File: src/rtl/dma_trig_pkg.sv
package dma_trig_pkg;
  localparam int          SFR_AW      = 8;
  localparam int          SFR_DW      = 8;
  localparam int          NUM_CH      = 5;
  localparam logic [7:0]  CFG_LO_ADR  = 8'hD4;
  localparam logic [7:0]  CFG_HI_ADR  = 8'hD5;
  localparam logic [7:0]  ARM_ADR     = 8'hD6;
  localparam logic [7:0]  TRIG_ADR    = 8'hD7;
endpackage

File: src/rtl/dma_rst_sync.sv
module dma_rst_sync (
  input  logic clk,
  input  logic rst_n,
  output logic rst_n_sync
);
  logic [1:0] sync_q;

  always_ff @(posedge clk or negedge rst_n) begin
    if (!rst_n) sync_q <= 2'b00;
    else        sync_q <= {sync_q[0], 1'b1};
  end

  assign rst_n_sync = sync_q[1];
endmodule

File: src/rtl/dma_ch_slice.sv
module dma_ch_slice (
  input  logic clk,
  input  logic rst_n,
  input  logic arm_set,
  input  logic abort_sel,
  input  logic req_set,
  input  logic started,
  input  logic done,
  input  logic repeat_mode,
  output logic armed,
  output logic req_pend,
  output logic start,
  output logic abort_pulse
);
  logic arm_q, arm_d, arm_en;
  logic req_q, req_d, req_en;
  logic abo_q;

  // next state: hardware clears first, software actions override
  always_comb begin
    arm_d = arm_q;
    if (done && !repeat_mode) arm_d = 1'b0;
    if (abort_sel)            arm_d = 1'b0;
    else if (arm_set)         arm_d = 1'b1;

    req_d = req_q;
    if (started)              req_d = 1'b0;
    if (abort_sel)            req_d = 1'b0;
    else if (req_set)         req_d = 1'b1;

    arm_en = (arm_d != arm_q);
    req_en = (req_d != req_q);
  end

  always_ff @(posedge clk or negedge rst_n) begin
    if (!rst_n) begin
      arm_q <= 1'b0;
      req_q <= 1'b0;
      abo_q <= 1'b0;
    end else begin
      if (arm_en) arm_q <= arm_d;
      if (req_en) req_q <= req_d;
      abo_q <= abort_sel;
    end
  end

  assign armed       = arm_q;
  assign req_pend    = req_q;
  assign start       = arm_q & req_q;
  assign abort_pulse = abo_q;


  abort_clears_chk: assert property (@(posedge clk) disable iff (!rst_n)
    abort_pulse |-> (!armed && !req_pend));

  done_clear_chk: assert property (@(posedge clk) disable iff (!rst_n)
    (done && !repeat_mode && !arm_set) |=> !armed);

  repeat_hold_chk: assert property (@(posedge clk) disable iff (!rst_n)
    (armed && repeat_mode && !abort_sel) |=> armed);

  started_clear_chk: assert property (@(posedge clk) disable iff (!rst_n)
    (started && !req_set && !abort_sel) |=> !req_pend);

  set_wins_chk: assert property (@(posedge clk) disable iff (!rst_n)
    (arm_set && !abort_sel) |=> armed);
endmodule

File: src/rtl/dma_sfr_decode.sv
module dma_sfr_decode #(
  parameter int         NCH      = dma_trig_pkg::NUM_CH,
  parameter int         DW       = dma_trig_pkg::SFR_DW,
  parameter int         AW       = dma_trig_pkg::SFR_AW,
  parameter logic [7:0] CFG_LO_A = dma_trig_pkg::CFG_LO_ADR,
  parameter logic [7:0] CFG_HI_A = dma_trig_pkg::CFG_HI_ADR,
  parameter logic [7:0] ARM_A    = dma_trig_pkg::ARM_ADR,
  parameter logic [7:0] TRIG_A   = dma_trig_pkg::TRIG_ADR,
  localparam int        RSV_W    = DW - 1 - NCH
) (
  input  logic [AW-1:0]    sfr_addr,
  input  logic             sfr_we,
  input  logic [DW-1:0]    sfr_wdata,
  input  logic [NCH-1:0]   arm_vec,
  input  logic [NCH-1:0]   req_vec,
  input  logic [RSV_W-1:0] rsv_val,
  input  logic [2*DW-1:0]  cfg_val,
  output logic [NCH-1:0]   arm_set,
  output logic [NCH-1:0]   req_set,
  output logic [NCH-1:0]   abort_sel,
  output logic             rsv_we,
  output logic             cfg_lo_we,
  output logic             cfg_hi_we,
  output logic [DW-1:0]    sfr_rdata
);
  logic hit_arm, hit_trig, hit_lo, hit_hi, abort_bit;

  always_comb begin
    hit_arm   = (sfr_addr == AW'(ARM_A));
    hit_trig  = (sfr_addr == AW'(TRIG_A));
    hit_lo    = (sfr_addr == AW'(CFG_LO_A));
    hit_hi    = (sfr_addr == AW'(CFG_HI_A));
    abort_bit = sfr_wdata[DW-1];

    rsv_we    = sfr_we && hit_arm;
    cfg_lo_we = sfr_we && hit_lo;
    cfg_hi_we = sfr_we && hit_hi;
    arm_set   = (rsv_we && !abort_bit) ? sfr_wdata[NCH-1:0] : '0;
    abort_sel = (rsv_we &&  abort_bit) ? sfr_wdata[NCH-1:0] : '0;
    req_set   = (sfr_we && hit_trig)   ? sfr_wdata[NCH-1:0] : '0;

    sfr_rdata = '0;
    if (hit_arm)       sfr_rdata = {1'b0, rsv_val, arm_vec};
    else if (hit_trig) sfr_rdata = {{(DW-NCH){1'b0}}, req_vec};
    else if (hit_lo)   sfr_rdata = cfg_val[DW-1:0];
    else if (hit_hi)   sfr_rdata = cfg_val[2*DW-1:DW];
  end
endmodule

File: src/rtl/dma_trig_ctrl.sv
module dma_trig_ctrl #(
  parameter int  NCH    = dma_trig_pkg::NUM_CH,
  parameter int  DW     = dma_trig_pkg::SFR_DW,
  parameter int  AW     = dma_trig_pkg::SFR_AW,
  localparam int RSV_W  = DW - 1 - NCH,
  localparam int CFG_W  = 2 * DW
) (
  input  logic             clk,
  input  logic             rst_n,
  input  logic [AW-1:0]    sfr_addr,
  input  logic             sfr_we,
  input  logic [DW-1:0]    sfr_wdata,
  output logic [DW-1:0]    sfr_rdata,
  input  logic [NCH-1:0]   ch_started,
  input  logic [NCH-1:0]   ch_done,
  input  logic [NCH-1:0]   ch_repeat,
  output logic [NCH-1:0]   ch_armed,
  output logic [NCH-1:0]   ch_start,
  output logic [NCH-1:0]   ch_abort,
  output logic [CFG_W-1:0] cfg0_addr
);
  logic              rst_ni;
  logic [NCH-1:0]    arm_set, req_set, abort_sel, req_vec;
  logic              rsv_we, cfg_lo_we, cfg_hi_we;
  logic [RSV_W-1:0]  rsv_q, rsv_d;
  logic [CFG_W-1:0]  cfg_q, cfg_d;

  dma_rst_sync u_rst (
    .clk        (clk),
    .rst_n      (rst_n),
    .rst_n_sync (rst_ni)
  );

  dma_sfr_decode #(.NCH(NCH), .DW(DW), .AW(AW)) u_dec (
    .sfr_addr  (sfr_addr),
    .sfr_we    (sfr_we),
    .sfr_wdata (sfr_wdata),
    .arm_vec   (ch_armed),
    .req_vec   (req_vec),
    .rsv_val   (rsv_q),
    .cfg_val   (cfg_q),
    .arm_set   (arm_set),
    .req_set   (req_set),
    .abort_sel (abort_sel),
    .rsv_we    (rsv_we),
    .cfg_lo_we (cfg_lo_we),
    .cfg_hi_we (cfg_hi_we),
    .sfr_rdata (sfr_rdata)
  );

  for (genvar n = 0; n < NCH; n++) begin : g_ch
    dma_ch_slice u_ch (
      .clk         (clk),
      .rst_n       (rst_ni),
      .arm_set     (arm_set[n]),
      .abort_sel   (abort_sel[n]),
      .req_set     (req_set[n]),
      .started     (ch_started[n]),
      .done        (ch_done[n]),
      .repeat_mode (ch_repeat[n]),
      .armed       (ch_armed[n]),
      .req_pend    (req_vec[n]),
      .start       (ch_start[n]),
      .abort_pulse (ch_abort[n])
    );
  end

  always_comb begin
    rsv_d = sfr_wdata[DW-2:NCH];
    cfg_d = cfg_q;
    if (cfg_lo_we) cfg_d[DW-1:0]     = sfr_wdata;
    if (cfg_hi_we) cfg_d[CFG_W-1:DW] = sfr_wdata;
  end

  always_ff @(posedge clk or negedge rst_ni) begin
    if (!rst_ni) begin
      rsv_q <= '0;
      cfg_q <= '0;
    end else begin
      if (rsv_we)                 rsv_q <= rsv_d;
      if (cfg_lo_we || cfg_hi_we) cfg_q <= cfg_d;
    end
  end

  assign cfg0_addr = cfg_q;


  cfg_hold_chk: assert property (@(posedge clk) disable iff (!rst_ni)
    (!cfg_lo_we && !cfg_hi_we) |=> $stable(cfg0_addr));

  start_needs_arm_chk: assert property (@(posedge clk) disable iff (!rst_ni)
    ((ch_start & ~ch_armed) == '0));
endmodule

File: config.mk
export PLATFORM = sky130hd
export DESIGN_NAME = dma_trig_ctrl
export DESIGN_NICKNAME = d
export VERILOG_FILES = /design/src/rtl/dma_trig_pkg.sv /design/src/rtl/dma_rst_sync.sv /design/src/rtl/dma_ch_slice.sv /design/src/rtl/dma_sfr_decode.sv /design/src/rtl/dma_trig_ctrl.sv
export SDC_FILE = /design/constraint.sdc
export NUM_CORES = 1
export LEC_CHECK = 0
export ABC_AREA = 1
export BUFFER_PORTS_ARGS = -buffer_cell sky130_fd_sc_hd__buf_4
export CORE_ASPECT_RATIO = 0.7
export CORE_MARGIN = 2
export CORE_UTILIZATION = 41
export DETAILED_ROUTE_END_ITERATION = 7
export PLACE_DENSITY_LB_ADDON = 0.15
export SLEW_MARGIN = 20
export SYNTH_ARGS = -nofsm -noshare
export SYNTH_HDL_FRONTEND = slang
export SYNTH_HIERARCHICAL = 1
export SYNTH_SLANG_ARGS = --single-unit
File: constraint.sdc
create_clock -name clk -period 1.3 [get_ports clk]
set_input_delay 0.195 -clock clk [delete_from_list [all_inputs] [get_ports clk]]
set_output_delay 0.195 -clock clk [all_outputs]
set_load 0.02 [all_outputs]
==> results_dict.tcl, run 1 <==
set metrics [dict create \
    outcome "complete, but fails checks" \
    violations "setup timing" \
    grt_pass1_wl_mm 7.62 \
    synth.lib_cells_used.distinct 18 \
    power.clock.fraction_pct 37.2 \
    finalNetCount 367 \
    setup.worst_path.start "sfr_addr[3]" \
    mapped_area_um2 1760 \
    die_area_um2 4850 \
    sw_frac_of_total_pct 24.6 \
    fp.dieW_um 82.4 \
    cts-buffers-inserted 5 \
    grt_most_used_layer "met2" \
    via_count 1846 \
    timing.final.crit_period_ps 1330 \
    antenna_found_initial 0 \
    layout.filler_cells 324 \
    postLayoutSetupSlackWorst_ps -34.1 \
    power.share.combinational_pct 13.6 \
    detailed_router_s_first_iteration_violation_count 104 \
    rsz0062_at_grt "true" \
    reg2regPathDepth 2 \
    hold_viol_final 0 \
    place_worst_setup_slack_ps -65.6 \
    final.period_utilization_pct 103 \
    hold_class "in2reg" \
    areaGrowthSynthToFinish_pct 57.9 \
    worst_setup_path_start_kind "input pin" \
    data_arrival_critical_path_ps 1140 \
    worstReg2RegStart "g_ch[3].u_ch/req_pend$_DFFE_PN0P_" \
    ys_seq_elements 35 \
    fp.coreArea_um2 4020 \
    rrSetupSlack_ps 580 \
    setup.worst_path.end_class "output pin" \
    multi_input_area_um2 818 \
    io_pins 73 \
    timing.hold.worst_path_depth 3 \
    cts_htree_levels 2 \
    timing.setup.tns_ps -73.1 \
    p_total_mw 2.33 \
    groute.usage.overall_pct 21.6 \
    place.gp.congestion 0.858 \
    required_ps 1110 \
    yosysWarnings 6 \
    seq_area_um2 876 \
    drc 0 \
    power_per_cell_area_nw_per_um2 835 \
    final-max-slew-violation-count 0 \
    pin_count_of_the_biggest_net_entering_global_routing 34 \
    crit_path_end "sfr_rdata[6]" \
    clk-insertion-delay-late_ps 290 \
    total_switching_power_mw 0.572 \
    setup_skew_after_layout_ps 2.28 \
    cts_sink_count 35 \
    peak_ir_drop_on_the_vdd_network_uv 609 \
    report.final.setup_viol 3 \
    crit_path_max_fanout 7 \
    internal-power_mw 1.75 \
    route.detailed.wl_per_inst_um 12.9 \
    floorplan.initialDensity_pct 43.9 \
    syn_nets 270 \
    insertedDiodeCount 0 \
    setup.worst_path.class "in2out" \
    stdcell_count 386 \
    ant_nets 0 \
    sequential_share_of_power_pct 49.2 \
    grt.overflow.total 0 \
    final.hold.worst_slack_ps 122 \
    cts_tree "done" \
    avgSynthCellArea_um2 7.48 \
    hpwl_mm 3.55 \
    routed_via_density 4.78 \
    syn_inst 236 \
    drive_above_1_share_pct 40.7 \
    first_global_vias 1632 \
    maxClockFrequency_mhz 750 \
    yosysSeqAreaShare_pct 49.6 \
    leakage_component_of_the_power_nw 1.55 \
    grtUsageMet2_pct 31.7 \
    clock_slew_seen_by_the_registers_of_the_worst_setup_and_hold_paths_ps 70 \
    drt-total-wl_mm 4.96 \
    cts-root-buf "sky130_fd_sc_hd__clkbuf_8" \
    maxCapViolCount 0 \
    r2r-end "g_ch[3].u_ch/req_pend$_DFFE_PN0P_" \
    dp.cells 372 \
    grt.met1_usage_pct 30.1 \
    chipHeight_um 58.9 \
    placement_rows 19 \
    cts_max_path_buffers 2 \
    grt.met3_usage_pct 6.13 \
    firstDrtPassIters 4 \
    buffer_ports.inserted 72 \
]
-- routing by layer --
metal,vias to the layer above,wire length (um)
met5,-,0
met1,858,2190
met4,0,68
met3,9,396
met2,58,2310
li1,921,-
-- power by group through the flow --
stage / sequential [mW] / combinational [mW] / clock (mW)
2_1_floorplan: 1.20 / 0.0667 / 0
3_3_place_gp: 1.16 / 0.272 / 0
3_5_place_dp: 1.16 / 0.277 / 0
4_1_cts: 1.14 / 0.296 / 0.876
5_1_grt: 1.15 / 0.346 / 0.930
6_report: 1.14 / 0.315 / 0.866
-- flip-flops by register name (all words and copies together), names as in the netlist --
name	flops
u_rst/sync_q	2
rsv_q	2
cfg0_addr	16
g_ch.u_ch/abort_pulse	5
g_ch.u_ch/armed	5
g_ch.u_ch/req_pend	5
-- worst max-delay path, cell delays in order --
cell,delay (ps)
sky130_fd_sc_hd__buf_6,100
sky130_fd_sc_hd__inv_4,60
sky130_fd_sc_hd__nand2_8,80
sky130_fd_sc_hd__nor3_4,200
sky130_fd_sc_hd__buf_6,160
sky130_fd_sc_hd__nand3_2,60
sky130_fd_sc_hd__o211ai_1,110
sky130_fd_sc_hd__buf_4,180
-- stage by stage --
step                      util, %  cell area (um^2)
after CTS                    66.6              2670
after floorplan                 -              1760
after global routing         69.3              2790
final                        69.3              2790
after global placement       61.6              2470
after detailed placement     61.6              2470
-- layout make-up --
type                       count  share of cell area (%)
multi-input combinational    161                    29.4
sequential                    35                    31.4
clock buffer                   8                    3.59
timing repair buffer          95                    28.3
inverter                      35                    4.90
tap                           52                    2.34
-- cell families after synthesis --
| kind of cell | share of synthesized area (%) |
|---|---|
| AOI/OAI and AO/OA | 4.61 |
| buffers and inverters | 9.57 |
| DFF | 49.6 |
| other | 0.213 |
| and+or+nand+nor | 36.0 |
-- synth_stat cells --
master | number | area (um^2)
sky130_fd_sc_hd__a21oi_1 | 5 | 25.0
sky130_fd_sc_hd__a21oi_2 | 5 | 43.8
sky130_fd_sc_hd__buf_2 | 3 | 15.0
sky130_fd_sc_hd__buf_6 | 2 | 22.5
sky130_fd_sc_hd__conb_1 | 1 | 3.75
sky130_fd_sc_hd__dfrtp_1 | 35 | 876
sky130_fd_sc_hd__inv_1 | 32 | 120
sky130_fd_sc_hd__inv_2 | 3 | 11.3
sky130_fd_sc_hd__nand2_1 | 83 | 312
sky130_fd_sc_hd__nand2_2 | 4 | 25.0
sky130_fd_sc_hd__nand3_1 | 27 | 135
sky130_fd_sc_hd__nand4_1 | 5 | 31.3
sky130_fd_sc_hd__nor2_1 | 26 | 97.6
sky130_fd_sc_hd__nor2_2 | 1 | 6.26
sky130_fd_sc_hd__nor2_4 | 1 | 11.3
sky130_fd_sc_hd__nor3_4 | 1 | 16.3
sky130_fd_sc_hd__o211ai_1 | 1 | 7.51
sky130_fd_sc_hd__o21ai_0 | 1 | 5.00
-- cells in the final DEF, fill, tap and decap left out, types with 2 or more instances in the layout --
cell,synthesis,layout
sky130_fd_sc_hd__buf_4,0,82
sky130_fd_sc_hd__dfrtp_1,35,35
sky130_fd_sc_hd__clkbuf_8,0,7
sky130_fd_sc_hd__inv_2,3,4
sky130_fd_sc_hd__nand2_1,83,81
sky130_fd_sc_hd__nor2_2,1,7
sky130_fd_sc_hd__nand3_4,0,2
sky130_fd_sc_hd__nand4_1,5,5
sky130_fd_sc_hd__nand3_1,27,20
sky130_fd_sc_hd__nor2_1,26,18
sky130_fd_sc_hd__inv_1,32,29
sky130_fd_sc_hd__nand2_2,4,5
sky130_fd_sc_hd__a21oi_2,5,5
sky130_fd_sc_hd__nand3_2,0,5
sky130_fd_sc_hd__nor2_4,1,3
sky130_fd_sc_hd__buf_6,2,9
sky130_fd_sc_hd__a21oi_1,5,5
sky130_fd_sc_hd__inv_4,0,2
-- what timing repair did --
action / CTS / global route
resized for setup: 16 / 24
gates cloned: 1 / 0
hold buffers: 1 / 0
endpoints found under the hold margin: 2 / 0
pin swaps: 5 / 10
setup endpoints to repair: 7 / 8
setup buffers: 1 / 3
-- worst min path at each step --
stage / start / to / slack (ps)
after floorplan: rst_n / u_rst/sync_q[0]$_DFF_PN0_ / -100
final: sfr_wdata[5] / cfg0_addr[5]$_DFFE_PN0P_ / 120
after CTS: sfr_wdata[5] / rsv_q[0]$_DFFE_PN0P_ / 120
after global placement: rst_n / u_rst/sync_q[0]$_DFF_PN0_ / -20
after global routing: sfr_wdata[2] / cfg0_addr[10]$_DFFE_PN0P_ / 130
after detailed placement: rst_n / u_rst/sync_q[0]$_DFF_PN0_ / -20
Note: power is estimated with default switching activity, not from simulation.
==> run 2: changes to the inputs <==
==> constraint.sdc (replaced) <==
create_clock -name clk -period 1.3 [get_ports clk]
set_input_delay 0.065 -clock clk [delete_from_list [all_inputs] [get_ports clk]]
set_output_delay 0.065 -clock clk [all_outputs]
set_load 0.02 [all_outputs]
==> run 2 against run 1 <==
Against the previous run:
- the run now ends clean
- clock power fell by 12%
- flip-flop and latch count unchanged
- die area is the same
- fmax rose by 12%
- first-iteration DRC count is 2.9% higher
- sequential share of layout area up 2.3 points
==> results_dict.tcl, run 2 (same netlist as run 1, synthesis figures left out) <==
set metrics [dict create \
    outcome "completed" \
    cts_max_path_buffers 2 \
    p_total_mw 2.19 \
    pin_count_of_the_biggest_net_entering_global_routing 34 \
    crit_path_end "sfr_rdata[3]" \
    clock_slew_seen_by_the_registers_of_the_worst_setup_and_hold_paths_ps 70 \
    power.clock.fraction_pct 34.7 \
    ant_nets 0 \
    worstReg2RegStart "g_ch[3].u_ch/req_pend$_DFFE_PN0P_" \
    drc 0 \
    setup_skew_after_layout_ps 2.18 \
    fp.dieW_um 82.4 \
    cts_tree "done" \
    mostFrequentLayoutCells "sky130_fd_sc_hd__nand2_1, sky130_fd_sc_hd__buf_4, sky130_fd_sc_hd__dfrtp_1" \
    route.detailed.wl_per_inst_um 12.8 \
    postLayoutSetupSlackWorst_ps 111 \
    firstDrtPassIters 4 \
    detailed_router_s_first_iteration_violation_count 107 \
    clk-insertion-delay-late_ps 290 \
    multi_input_area_um2 727 \
    final-max-slew-violation-count 0 \
    timing.final.crit_period_ps 1190 \
    insertedDiodeCount 0 \
    hpwl_mm 3.70 \
    rsz0062_at_grt "false" \
    io_pins 73 \
    peak_ir_drop_on_the_vdd_network_uv 640 \
    critPathMaxStageDelay_ps 410 \
    internal-power_mw 1.64 \
    drive_above_1_share_pct 32.1 \
    place.gp.congestion 0.853 \
    setup.worst_path.start "cfg0_addr[3]$_DFFE_PN0P_" \
    seq_area_um2 876 \
    maxClockFrequency_mhz 841 \
    cp.depth 5 \
    power.share.combinational_pct 13.2 \
    max_ffs_per_register 16 \
    floorplan.initialDensity_pct 43.9 \
    crit_path_max_fanout 3 \
    r2r-end "g_ch[3].u_ch/req_pend$_DFFE_PN0P_" \
    maxCapViolCount 0 \
    via_count 1812 \
    path_delay_family "flip-flops" \
    power_per_cell_area_nw_per_um2 846 \
    chipHeight_um 58.9 \
    grt.overflow.total 0 \
    leakage_component_of_the_power_nw 1.50 \
    layout.filler_cells 387 \
    worst_path_max_delay_cell "sky130_fd_sc_hd__dfrtp_1" \
    total_switching_power_mw 0.558 \
    sequential_share_of_power_pct 52.1 \
    setup.worst_path.end_class "output pin" \
    grt_pass1_wl_mm 7.86 \
    cts-buffers-inserted 5 \
    areaGrowthSynthToFinish_pct 47.0 \
    reg2regPathDepth 2 \
    data_arrival_critical_path_ps 1120 \
    routed_via_density 4.74 \
    hold_viol_final 0 \
    sw_frac_of_total_pct 25.4 \
    cts-root-buf "sky130_fd_sc_hd__clkbuf_8" \
    first_global_vias 1667 \
    groute.usage.overall_pct 22.2 \
    final.period_utilization_pct 91.5 \
    worst-path-buf-inv 1 \
    hold_class "in2reg" \
    cts_sink_count 35 \
    required_ps 1240 \
    worst_setup_path_start_kind "register" \
    finalNetCount 363 \
    antenna_found_initial 0 \
    cp_cell_sequence "nand3_1, nand3_1, nand2_1, nand2_1, buf_4" \
    report.final.setup_viol 0 \
    place_worst_setup_slack_ps -117 \
    drt-total-wl_mm 4.89 \
    fp.coreArea_um2 4020 \
    buffer_ports.inserted 72 \
    placement_rows 19 \
    setup.worst_path.class "reg2out" \
    rrSetupSlack_ps 570 \
    die_area_um2 4850 \
    cts_htree_levels 2 \
    cts.repair_timing.setup_buffer_count 0 \
]
==> run 2: changes by cell type in the layout (fill, tap and decap cells not counted), moves of 2 or more <==
| cell | before | now |
|---|---|---|
| sky130_fd_sc_hd__buf_6 | 9 | 0 |
| sky130_fd_sc_hd__nand3_1 | 20 | 27 |
| sky130_fd_sc_hd__nor2_1 | 18 | 25 |
| sky130_fd_sc_hd__dlygate4sd3_1 | 1 | 7 |
| sky130_fd_sc_hd__nor2_2 | 7 | 1 |
| sky130_fd_sc_hd__nand3_2 | 5 | 0 |
| sky130_fd_sc_hd__inv_1 | 29 | 32 |
| sky130_fd_sc_hd__clkbuf_8 | 7 | 5 |
| sky130_fd_sc_hd__inv_4 | 2 | 0 |
| sky130_fd_sc_hd__nand2_1 | 81 | 83 |
| sky130_fd_sc_hd__nand3_4 | 2 | 0 |
==> run 2: how the worst min path moves through the flow <==
stage / startpoint / end / slack [ps] / depth (start not counted)
3_5_place_dp: rst_n / u_rst/sync_q[0]$_DFF_PN0_ / -150 / 1
6_report: sfr_wdata[6] / cfg0_addr[6]$_DFFE_PN0P_ / 5 / 3
2_1_floorplan: rst_n / u_rst/sync_q[0]$_DFF_PN0_ / -230 / 0
3_3_place_gp: rst_n / u_rst/sync_q[0]$_DFF_PN0_ / -150 / 1
5_1_grt: sfr_wdata[6] / cfg0_addr[14]$_DFFE_PN0P_ / 20 / 3
4_1_cts: sfr_wdata[6] / cfg0_addr[6]$_DFFE_PN0P_ / 4 / 3
==> run 2: metrics by stage <==
stage	util, %	setup TNS [ps]	instance area, um^2	cells	hold WS [ps]
2_1_floorplan	-	0	1760	236	-231
3_3_place_gp	60.7	-237	2440	367	-151
3_5_place_dp	60.7	-554	2440	367	-151
4_1_cts	64.4	0	2590	382	3.54
5_1_grt	64.6	0	2590	382	18.4
6_report	64.6	0	2590	382	5.23
==> run 2: final cells by class <==
type	instances	area share [%]
Clock buffer	7	2.94
Clock inverter	1	0.193
Inverter	35	5.07
Multi-Input combinational cell	161	28.0
Sequential cell	35	33.8
Tap cell	52	2.51
Timing Repair Buffer	91	27.5
==> run 2: layer usage <==
metal / wire, um / share of wire [%] / global-route usage, % / up-vias
li1: - / - / - / 914
met1: 2250 / 46 / 32.0 / 833
met2: 2230 / 46 / 32.9 / 62
met3: 374 / 7.7 / 5.67 / 3
met4: 28 / 0.57 / 6.90 / 0
met5: 0 / 0 / 0 / -
==> run 2: power by group through the flow <==
| stage | Sequential, mW | Clock, mW | Combinational, mW |
|---|---|---|---|
| after floorplan | 1.20 | 0 | 0.0667 |
| after global placement | 1.16 | 0 | 0.268 |
| after detailed placement | 1.16 | 0 | 0.272 |
| after CTS | 1.14 | 0.774 | 0.290 |
| after global routing | 1.15 | 0.820 | 0.320 |
| final | 1.14 | 0.761 | 0.289 |
==> run 2: what timing repair did <==
item / 4_1_cts / 5_1_grt
resized for setup: 0 / 1
endpoints found under the setup margin: 0 / 3
endpoints found under the hold margin: 11 / 0
hold buffers: 7 / 0
==> run 2: worst reg2reg max path, stage by stage, from the launching register on <==
cell and delay [ps]:
sky130_fd_sc_hd__dfrtp_1 410, sky130_fd_sc_hd__a21oi_1 160, sky130_fd_sc_hd__nor2_1 50
